`config.mk`:
```
export PLATFORM = sky130hd
export DESIGN_NAME = lfo_am_unit
export DESIGN_NICKNAME = d
export VERILOG_FILES = /design/src/rtl/lfo_am_pkg.sv /design/src/rtl/lfo_step_counter.sv /design/src/rtl/lfo_tri_shaper.sv /design/src/rtl/lfo_depth_scaler.sv /design/src/rtl/lfo_am_unit.sv
export SDC_FILE = /design/constraint.sdc
export NUM_CORES = 1
export LEC_CHECK = 0
export BUFFER_PORTS_ARGS = -buffer_cell sky130_fd_sc_hd__clkbuf_2
export CAP_MARGIN = 15
export CELL_PAD_IN_SITES_DETAIL_PLACEMENT = 2
export CELL_PAD_IN_SITES_GLOBAL_PLACEMENT = 2
export CORE_MARGIN = 2
export CORE_UTILIZATION = 26
export CTS_CLUSTER_SIZE = 25
export DETAILED_ROUTE_END_ITERATION = 12
export PLACE_DENSITY_LB_ADDON = 0.25
export SYNTH_ARGS = -nofsm -noshare
export SYNTH_HDL_FRONTEND = slang
export SYNTH_SLANG_ARGS = --single-unit
```
`constraint.sdc`:
```
create_clock -name clk -period 1.7 [get_ports clk]
set_input_delay 0.425 -clock clk [delete_from_list [all_inputs] [get_ports clk]]
set_output_delay 0.425 -clock clk [all_outputs]
set_load 0.01 [all_outputs]
```
`src/rtl/lfo_am_pkg.sv`:
```
// Shared constants and the depth-to-shift mapping for the LFO tremolo unit.
// Assumes a 2-bit depth code; the shift table is part of the behaviour.
package lfo_am_pkg;
    localparam int LFO_CNT_W = 7;

    // Right-shift amount applied to the doubled wave for each depth code.
    function automatic int unsigned depth_shift(input logic [1:0] code);
        case (code)
            2'd0:    return 8;
            2'd1:    return 3;
            2'd2:    return 1;
            default: return 0;
        endcase
    endfunction
endpackage

```
`src/rtl/lfo_step_counter.sv`:
```
// Free-running oscillator counter that advances on a strobe and wraps.
// Assumes the strobe is one cycle wide; a low run input clears and holds at 0.
module lfo_step_counter #(
    parameter int CNT_W = 7
) (
    input  logic             clk,
    input  logic             rst_n,
    input  logic             run,
    input  logic             step,
    output logic [CNT_W-1:0] count
);
    // Count update: reset and disable force 0, a step advances by one.
    always_ff @(posedge clk) begin
        if (!rst_n || !run) begin
            count <= '0;
        end else if (step) begin
            count <= count + CNT_W'(1);
        end
    end
endmodule

```
`src/rtl/lfo_tri_shaper.sv`:
```
// Folds the counter into a doubled triangle that starts at its peak.
// Assumes the top count bit selects the half of the wave.
module lfo_tri_shaper #(
    parameter int CNT_W = 7
) (
    input  logic [CNT_W-1:0] count,
    output logic [CNT_W-1:0] wave
);
    localparam int HALF_W = CNT_W - 1;

    logic [HALF_W-1:0] folded;

    // Fold: the falling half inverts the low bits, the rising half passes them.
    always_comb begin
        if (count[CNT_W-1]) folded = count[HALF_W-1:0];
        else                folded = ~count[HALF_W-1:0];
        wave = {folded, 1'b0};
    end
endmodule

```
`src/rtl/lfo_depth_scaler.sv`:
```
// Scales the wave down by the shift chosen for each depth code.
// Assumes four depth codes; each candidate shift is built in its own slice.
module lfo_depth_scaler #(
    parameter int W = 7
) (
    input  logic [W-1:0] wave,
    input  logic [1:0]   depth,
    output logic [W-1:0] scaled
);
    import lfo_am_pkg::*;

    localparam int N_DEPTH = 4;

    logic [W-1:0] cand [N_DEPTH];

    for (genvar g = 0; g < N_DEPTH; g++) begin : g_shift
        localparam int SH = int'(depth_shift(2'(g)));
        if (SH >= W) begin : g_zero
            assign cand[g] = '0;
        end else begin : g_sh
            assign cand[g] = wave >> SH;
        end
    end

    // Select the candidate for the current depth code.
    always_comb scaled = cand[depth];
endmodule

```
`src/rtl/lfo_am_unit.sv`:
```
// Top of the LFO tremolo path: counter, triangle fold, depth scaling, gate.
// Assumes the step strobe comes from separate rate logic.
module lfo_am_unit #(
    parameter int CNT_W = lfo_am_pkg::LFO_CNT_W
) (
    input  logic             clk,
    input  logic             rst_n,
    input  logic             lfo_run,
    input  logic             lfo_step,
    input  logic [1:0]       depth_sel,
    input  logic             trem_on,
    output logic [CNT_W-1:0] lfo_count,
    output logic [CNT_W-1:0] am_atten
);
    logic [CNT_W-1:0] wave;
    logic [CNT_W-1:0] scaled;

    lfo_step_counter #(.CNT_W(CNT_W)) cnt_i (
        .clk(clk), .rst_n(rst_n), .run(lfo_run), .step(lfo_step), .count(lfo_count)
    );

    lfo_tri_shaper #(.CNT_W(CNT_W)) shp_i (
        .count(lfo_count), .wave(wave)
    );

    lfo_depth_scaler #(.W(CNT_W)) scl_i (
        .wave(wave), .depth(depth_sel), .scaled(scaled)
    );

    // Gate: only operators with tremolo enabled receive the offset.
    always_comb am_atten = trem_on ? scaled : '0;
endmodule

```
* After elaboration in Yosys (flattened, before gate mapping) *
Cells that the tools add are included.

word-level totals
  output and inout port bits = 14
  bits in registers = 7
  input bits = 7
  logic and storage cells = 13

cells by class
  add/subtract/negate cells = 1
  muxes and demuxes = 5
  reductions and logical operators = 3
  bitwise operators = 2
  $lt $le $gt $ge = 1

operators by type and width
  kind                   count
  $mux W7                3
  $bmux W7 S2            1
  $add A7 B1 Y7 const B  1
  $mux W6                1
  $not A6 Y6             1
  $ge A3 B3 Y1 const B   1
  $not A2 Y3             1
  $logic_not A1 Y1       2
  $logic_or A1 B1 Y1     1

* Logic depth before layout (Yosys ltp) *
  depth after elaboration = 6
  mapped depth = 4

* By module *
From an unflattened synthesis, not the netlist that was laid out.

second synthesis, totals
  cell total of the unflattened synthesis = 67
  area, all modules = 555.5 µm²

modules (own cells, without submodules)
  module            times used  cells an instance  area an instance (µm²)  sequential area each (µm²)
  lfo_step_counter  1           32                 296.5                   140.1
  lfo_depth_scaler  1           19                 140.1                   0.0
  lfo_tri_shaper    1           9                  75.1                    0.0
  lfo_am_unit       1           7                  43.8                    0.0

* Worst setup path before layout *
Ideal clock, no wire load.

  path type = input to output
  start = input port depth_sel[0]
  end = output port am_atten[3]
  stages on the path = 4
  buffers on the path = 1
  data required time = 1.275 ns
  arrival = 1.265 ns
  slack = 0.010 ns
  cell sequence = buf_6 mux2_4 o221a_1 nor3_2

between the ends
  cells in the longest elaborated chain, start to end = 5

RTL lines
  element                                     RTL line                RTL
  start, declared                             lfo_am_unit.sv:10       input logic [1:0] depth_sel,
  $not A2 Y3 (implied by the code)            lfo_depth_scaler.sv:26  always_comb scaled = cand[depth];
  $bmux W7 S2                                 lfo_depth_scaler.sv:26
  $mux W7 (implied by the code) (2 in a row)  lfo_depth_scaler.sv:26
  $mux W7                                     lfo_am_unit.sv:31       always_comb am_atten = trem_on ? scaled : '0;
  end, declared                               lfo_am_unit.sv:13       output logic [CNT_W-1:0] am_atten

No other way between the ends. The select of a mux whose other input is x is not followed.

* Worst setup path after layout *
  start = register cnt_i.count[2]
  end = output port am_atten[3]

between the ends
  cells in the longest elaborated chain, start to end = 6

RTL lines
  element                                       RTL line                RTL
  start, declared                               lfo_step_counter.sv:10  output logic [CNT_W-1:0] count
  start signal, assigned                        lfo_step_counter.sv:17  count <= count + CNT_W'(1);
  $not A6 Y6                                    lfo_tri_shaper.sv:16    else folded = ~count[HALF_W-1:0];
  $mux W6 *                                     lfo_tri_shaper.sv:15    if (count[CNT_W-1]) folded = count[HALF_W-1:0];
  $bmux W7 S2 *                                 lfo_depth_scaler.sv:26
  $mux W7 (implied by the code) * (2 in a row)  lfo_depth_scaler.sv:26
  $mux W7 *                                     lfo_am_unit.sv:31

Every way passes the cells marked *; elsewhere a longest branch is shown, timed or not. The select of a mux whose other input is x is not followed.

==> results.md <==
Status:
- The flow ran to the end, but the final reports show violations.
- The checks that failed: setup timing.

Setup path:
- The kind of end point of the critical path is an output port.
- Among all stages on the critical path, the largest delay is contributed by sky130_fd_sc_hd__dfxtp_4.
- Data on the critical path arrives at its endpoint at ~1400 ps.
- The delay contributed by the slowest stage of the critical path is roughly 360 ps.
- The critical setup path kind is register to output port.
- The critical path required time is 1270 ps.
- Traced cell by cell, the critical path runs through mux2_4 > o221a_1 > nor3_2 > buf_2.
- The type of origin of the critical path is a register.
- Along the worst path, the maximum fanout reaches 3.

Synthesis:
- Yosys mapped the design onto 27 distinct sky130hd cell types.
- After synthesis, the cell types taking the most area are sky130_fd_sc_hd__dfxtp_1 (25%), sky130_fd_sc_hd__xnor2_1 (9.2%), sky130_fd_sc_hd__mux2i_1 (8.8%).
- During synthesis, Yosys emitted a total of 0 warnings.
- The proportion of netlist area held by the largest area contributor is 24.5%.
- The number of nets produced by synthesis is 76.
- The post-synthesis cell type with the largest combined area is sky130_fd_sc_hd__dfxtp_1.
- The synthesized area per cell is 8.41 um^2.
- Sequential elements use between 20 and 25% of the synthesized area.
- The cell area after synthesis is ~570 um^2.
- The synthesized netlist cell count is 68.
- The synthesized design contains 7 register bits.

Global route:
- The first-pass GRT wire length is around 3000 um.
- The total overflow reported by the global router is 0.
- The number of global-route vias before repair came to between 600 and 700.
- The largest net degree at the start of global routing is 9.
- The global-route usage over all layers is 15.6%.
- The initial antenna violation count was 0.

Layout:
- The largest registers in the layout are cnt_i.count: 7 flops.
- The leading cell type in the layout, fill and taps excluded is sky130_fd_sc_hd__clkbuf_2.
- The repair_antennas step left the layout with diodes totalling 0.
- The register ranked first by flip-flop count is cnt_i.count.
- The register with the most flip-flops in the layout has 7 of them.
- The layout cell share with drive strength beyond 1 is a little under three fifths.
- Summing all non-filler instances in the final layout gives an area of between 900 and 1000 um^2.
- The layout overhead on the synthesized area is 59.1%.
- In the layout the commonest cells are sky130_fd_sc_hd__clkbuf_2 (14), sky130_fd_sc_hd__buf_4 (9), sky130_fd_sc_hd__nor2_1 (7).
- The layout net count is 110.

Timing:
- Setup repair after global routing could not meet its margin everywhere.
- The final critical path time including I/O delays and setup is about 1800 ps.
- The number of hold violations in the final report is 0.
- The worst clock skew on the final layout is between 6 and 7 ps.
- Setup violations remaining at the end of the flow were counted as 3.
- The final count of pins violating max slew was 0.
- After layout, the worst setup slack is -119 ps.
- The pin slew with the least headroom to its limit is around 260 ps.
- The worst relative slew slack is between 80 and 90%.
- Static timing analysis puts the maximum clock frequency at 550 MHz.
- In the finished design, the share of the clock period the worst path needs comes to 107%.

Placed design:
- The half-perimeter wire length after detailed placement is approximately 1400 um.
- The count of buffers from port buffering is 20.
- In this run the cell area measured after placement is about 770 um^2.
- The final weighted congestion in routability-driven placement is 0.763.
- The worst setup timing slack at the placement stage is -169 ps.

Drt:
- The number of design rule violations left after detail routing is 0.
- The detailed router finished its first iteration with 5 violations.
- The via count is about 640.
- The remaining antenna violation count after routing is 0.
- The via-per-instance ratio is approximately 5.0.
- The pre-antenna-repair detailed-routing pass consisted of 3 iterations.
- The total wirelength of the detailed-routed design is slightly above 2000 um.
- The routed wirelength normalized by instance count is between 15 and 20 um.

Clocking:
- The post-CTS clock slew at the launch and capture registers of the worst setup and hold paths is roughly 60 ps.
- For this design, the sink count on the clock tree is 7.
- TritonCTS created 3 clock buffers.
- The clock latency on the worst-skew pair is ~260 ps.
- CTS built an H-tree with a depth of 1.
- The number of hold buffers added after CTS was 0.
- The CTS tree is yes.
- In this run the clock root is driven by a sky130_fd_sc_hd__clkbuf_4.
- In this run the deepest clock path goes through 2 buffers.

Die:
- 21 I/O pins were placed.
- In this run the core area contains 16 standard-cell rows.
- Once the floorplan was initialized, standard cells occupied between 20% and 30% of the core.
- The die covers around 2600 um^2.
- From left edge to right edge, the die measures approximately 50 um.
- After floorplanning, the core was sized to cover between 2000 and 2500 um^2.
- In this run the vertical extent of the chip is approximately 51 um.

Power:
- The power per cell area is about 470 nW/um^2.
- The share of total power dissipated in sequential elements is ~38%.
- The clock network fraction of design power is about 38%.
- Net switching is 29.0% of the power.
- The maximum resistive drop on vdd is about 310 uV.
- The internal power component is about 300 uW.
- The leakage power summed over all cells is between 0.0004 and 0.0005 uW.
- The switching power summed over all nets is between 100 and 150 uW.
- In this run, the combinational gates consume 24.7% of the power.

Job:
- Across the run, the number of max-cap violations was 0.

Min path:
- The tightest min-delay check is of the input port to register type.
-- power groups by stage --
stage | logic [uW] | clock network [uW] | registers (uW)
6_report | 106 | 161 | 162
5_1_grt | 115 | 183 | 161
4_1_cts | 95.9 | 166 | 167
3_5_place_dp | 88.1 | 0 | 171
3_3_place_gp | 85.7 | 0 | 171
2_1_floorplan | 46.7 | 0 | 173
-- area by class of cell --
class,count,area [um^2]
sequential,7,159
clock buffer,4,26.3
timing repair buffer,32,225
fill,233,1110
tap,27,33.8
inverter,7,28.8
multi-input combinational,51,437
-- worst paths after layout --
check	from	to	slack, ps	depth (start not counted)
max	cnt_i.count[2]	am_atten[3]	-120	4
min	lfo_step	cnt_i.count[1]	540	3
max reg2reg	cnt_i.count[2]	cnt_i.count[6]	320	5
min reg2reg	cnt_i.count[5]	cnt_i.count[5]	550	2
-- layer usage --
metal | global-route usage, % | vias to the layer above | share of wire [%]
li1 | - | 311 | -
met1 | 19.4 | 297 | 42
met3 | 2.05 | 7 | 4.3
met5 | 0 | - | 0
met4 | 6.76 | 0 | 4.4
met2 | 27.0 | 22 | 49
-- critical path: cells and delay by family (launching register included) --
family                 cells  cell delay [ps]
buffers and inverters      1              140
AND/OR/NAND/NOR            1              100
multiplexers               1              270
AO/OA/AOI/OAI              1              260
flip-flops                 1              360
-- Yosys cell counts --
| cell | n |
|---|---|
| sky130_fd_sc_hd__nor3_2 | 1 |
| sky130_fd_sc_hd__nor2b_4 | 1 |
| sky130_fd_sc_hd__dfxtp_1 | 7 |
| sky130_fd_sc_hd__a21oi_1 | 2 |
| sky130_fd_sc_hd__nand4_2 | 1 |
| sky130_fd_sc_hd__mux2i_1 | 5 |
| sky130_fd_sc_hd__buf_6 | 1 |
| sky130_fd_sc_hd__xor2_1 | 1 |
| sky130_fd_sc_hd__or3_1 | 2 |
| sky130_fd_sc_hd__nor3_1 | 1 |
| sky130_fd_sc_hd__nor2_1 | 7 |
| sky130_fd_sc_hd__nor2b_1 | 1 |
| sky130_fd_sc_hd__mux2_4 | 1 |
| sky130_fd_sc_hd__nand4_1 | 2 |
| sky130_fd_sc_hd__a211oi_1 | 2 |
| sky130_fd_sc_hd__nand2_1 | 5 |
| sky130_fd_sc_hd__xnor2_1 | 6 |
| sky130_fd_sc_hd__a221oi_1 | 4 |
| sky130_fd_sc_hd__nor3b_1 | 1 |
| sky130_fd_sc_hd__a2bb2oi_1 | 2 |
| sky130_fd_sc_hd__o221a_1 | 1 |
| sky130_fd_sc_hd__inv_1 | 7 |
| sky130_fd_sc_hd__o21ai_0 | 2 |
| sky130_fd_sc_hd__a221oi_2 | 1 |
| sky130_fd_sc_hd__nand2b_1 | 1 |
| sky130_fd_sc_hd__ha_1 | 1 |
| sky130_fd_sc_hd__buf_2 | 2 |
-- kinds of logic after synthesis --
| kind of cell | after synthesis | share of synthesized area, % |
|---|---|---|
| buffers and inverters | 10 | 8.32 |
| muxes | 6 | 11.4 |
| adders and majority gates | 1 | 2.19 |
| AOI/OAI and AO/OA | 14 | 19.9 |
| DFF | 7 | 24.5 |
| and+or+nand+nor | 23 | 23.0 |
| xor gates and xnor gates | 7 | 10.7 |
-- through the flow --
stage	instances	total power [uW]	utilization, %	setup TNS, ps	hold slack (ps)
6_report	128	429	45.0	-157	538
5_1_grt	128	459	45.0	-506	563
4_1_cts	127	429	41.3	-164	540
3_5_place_dp	123	259	37.9	-466	634
3_3_place_gp	123	256	37.9	-324	608
2_1_floorplan	68	220	-	0	584
-- timing repair --
action	4_1_cts	5_1_grt
resized for setup	14	23
setup endpoints to repair	7	6
buffers inserted	0	1
pin swaps	3	6
cloned	0	0
No activity file was read; power rests on OpenSTA's default activity.
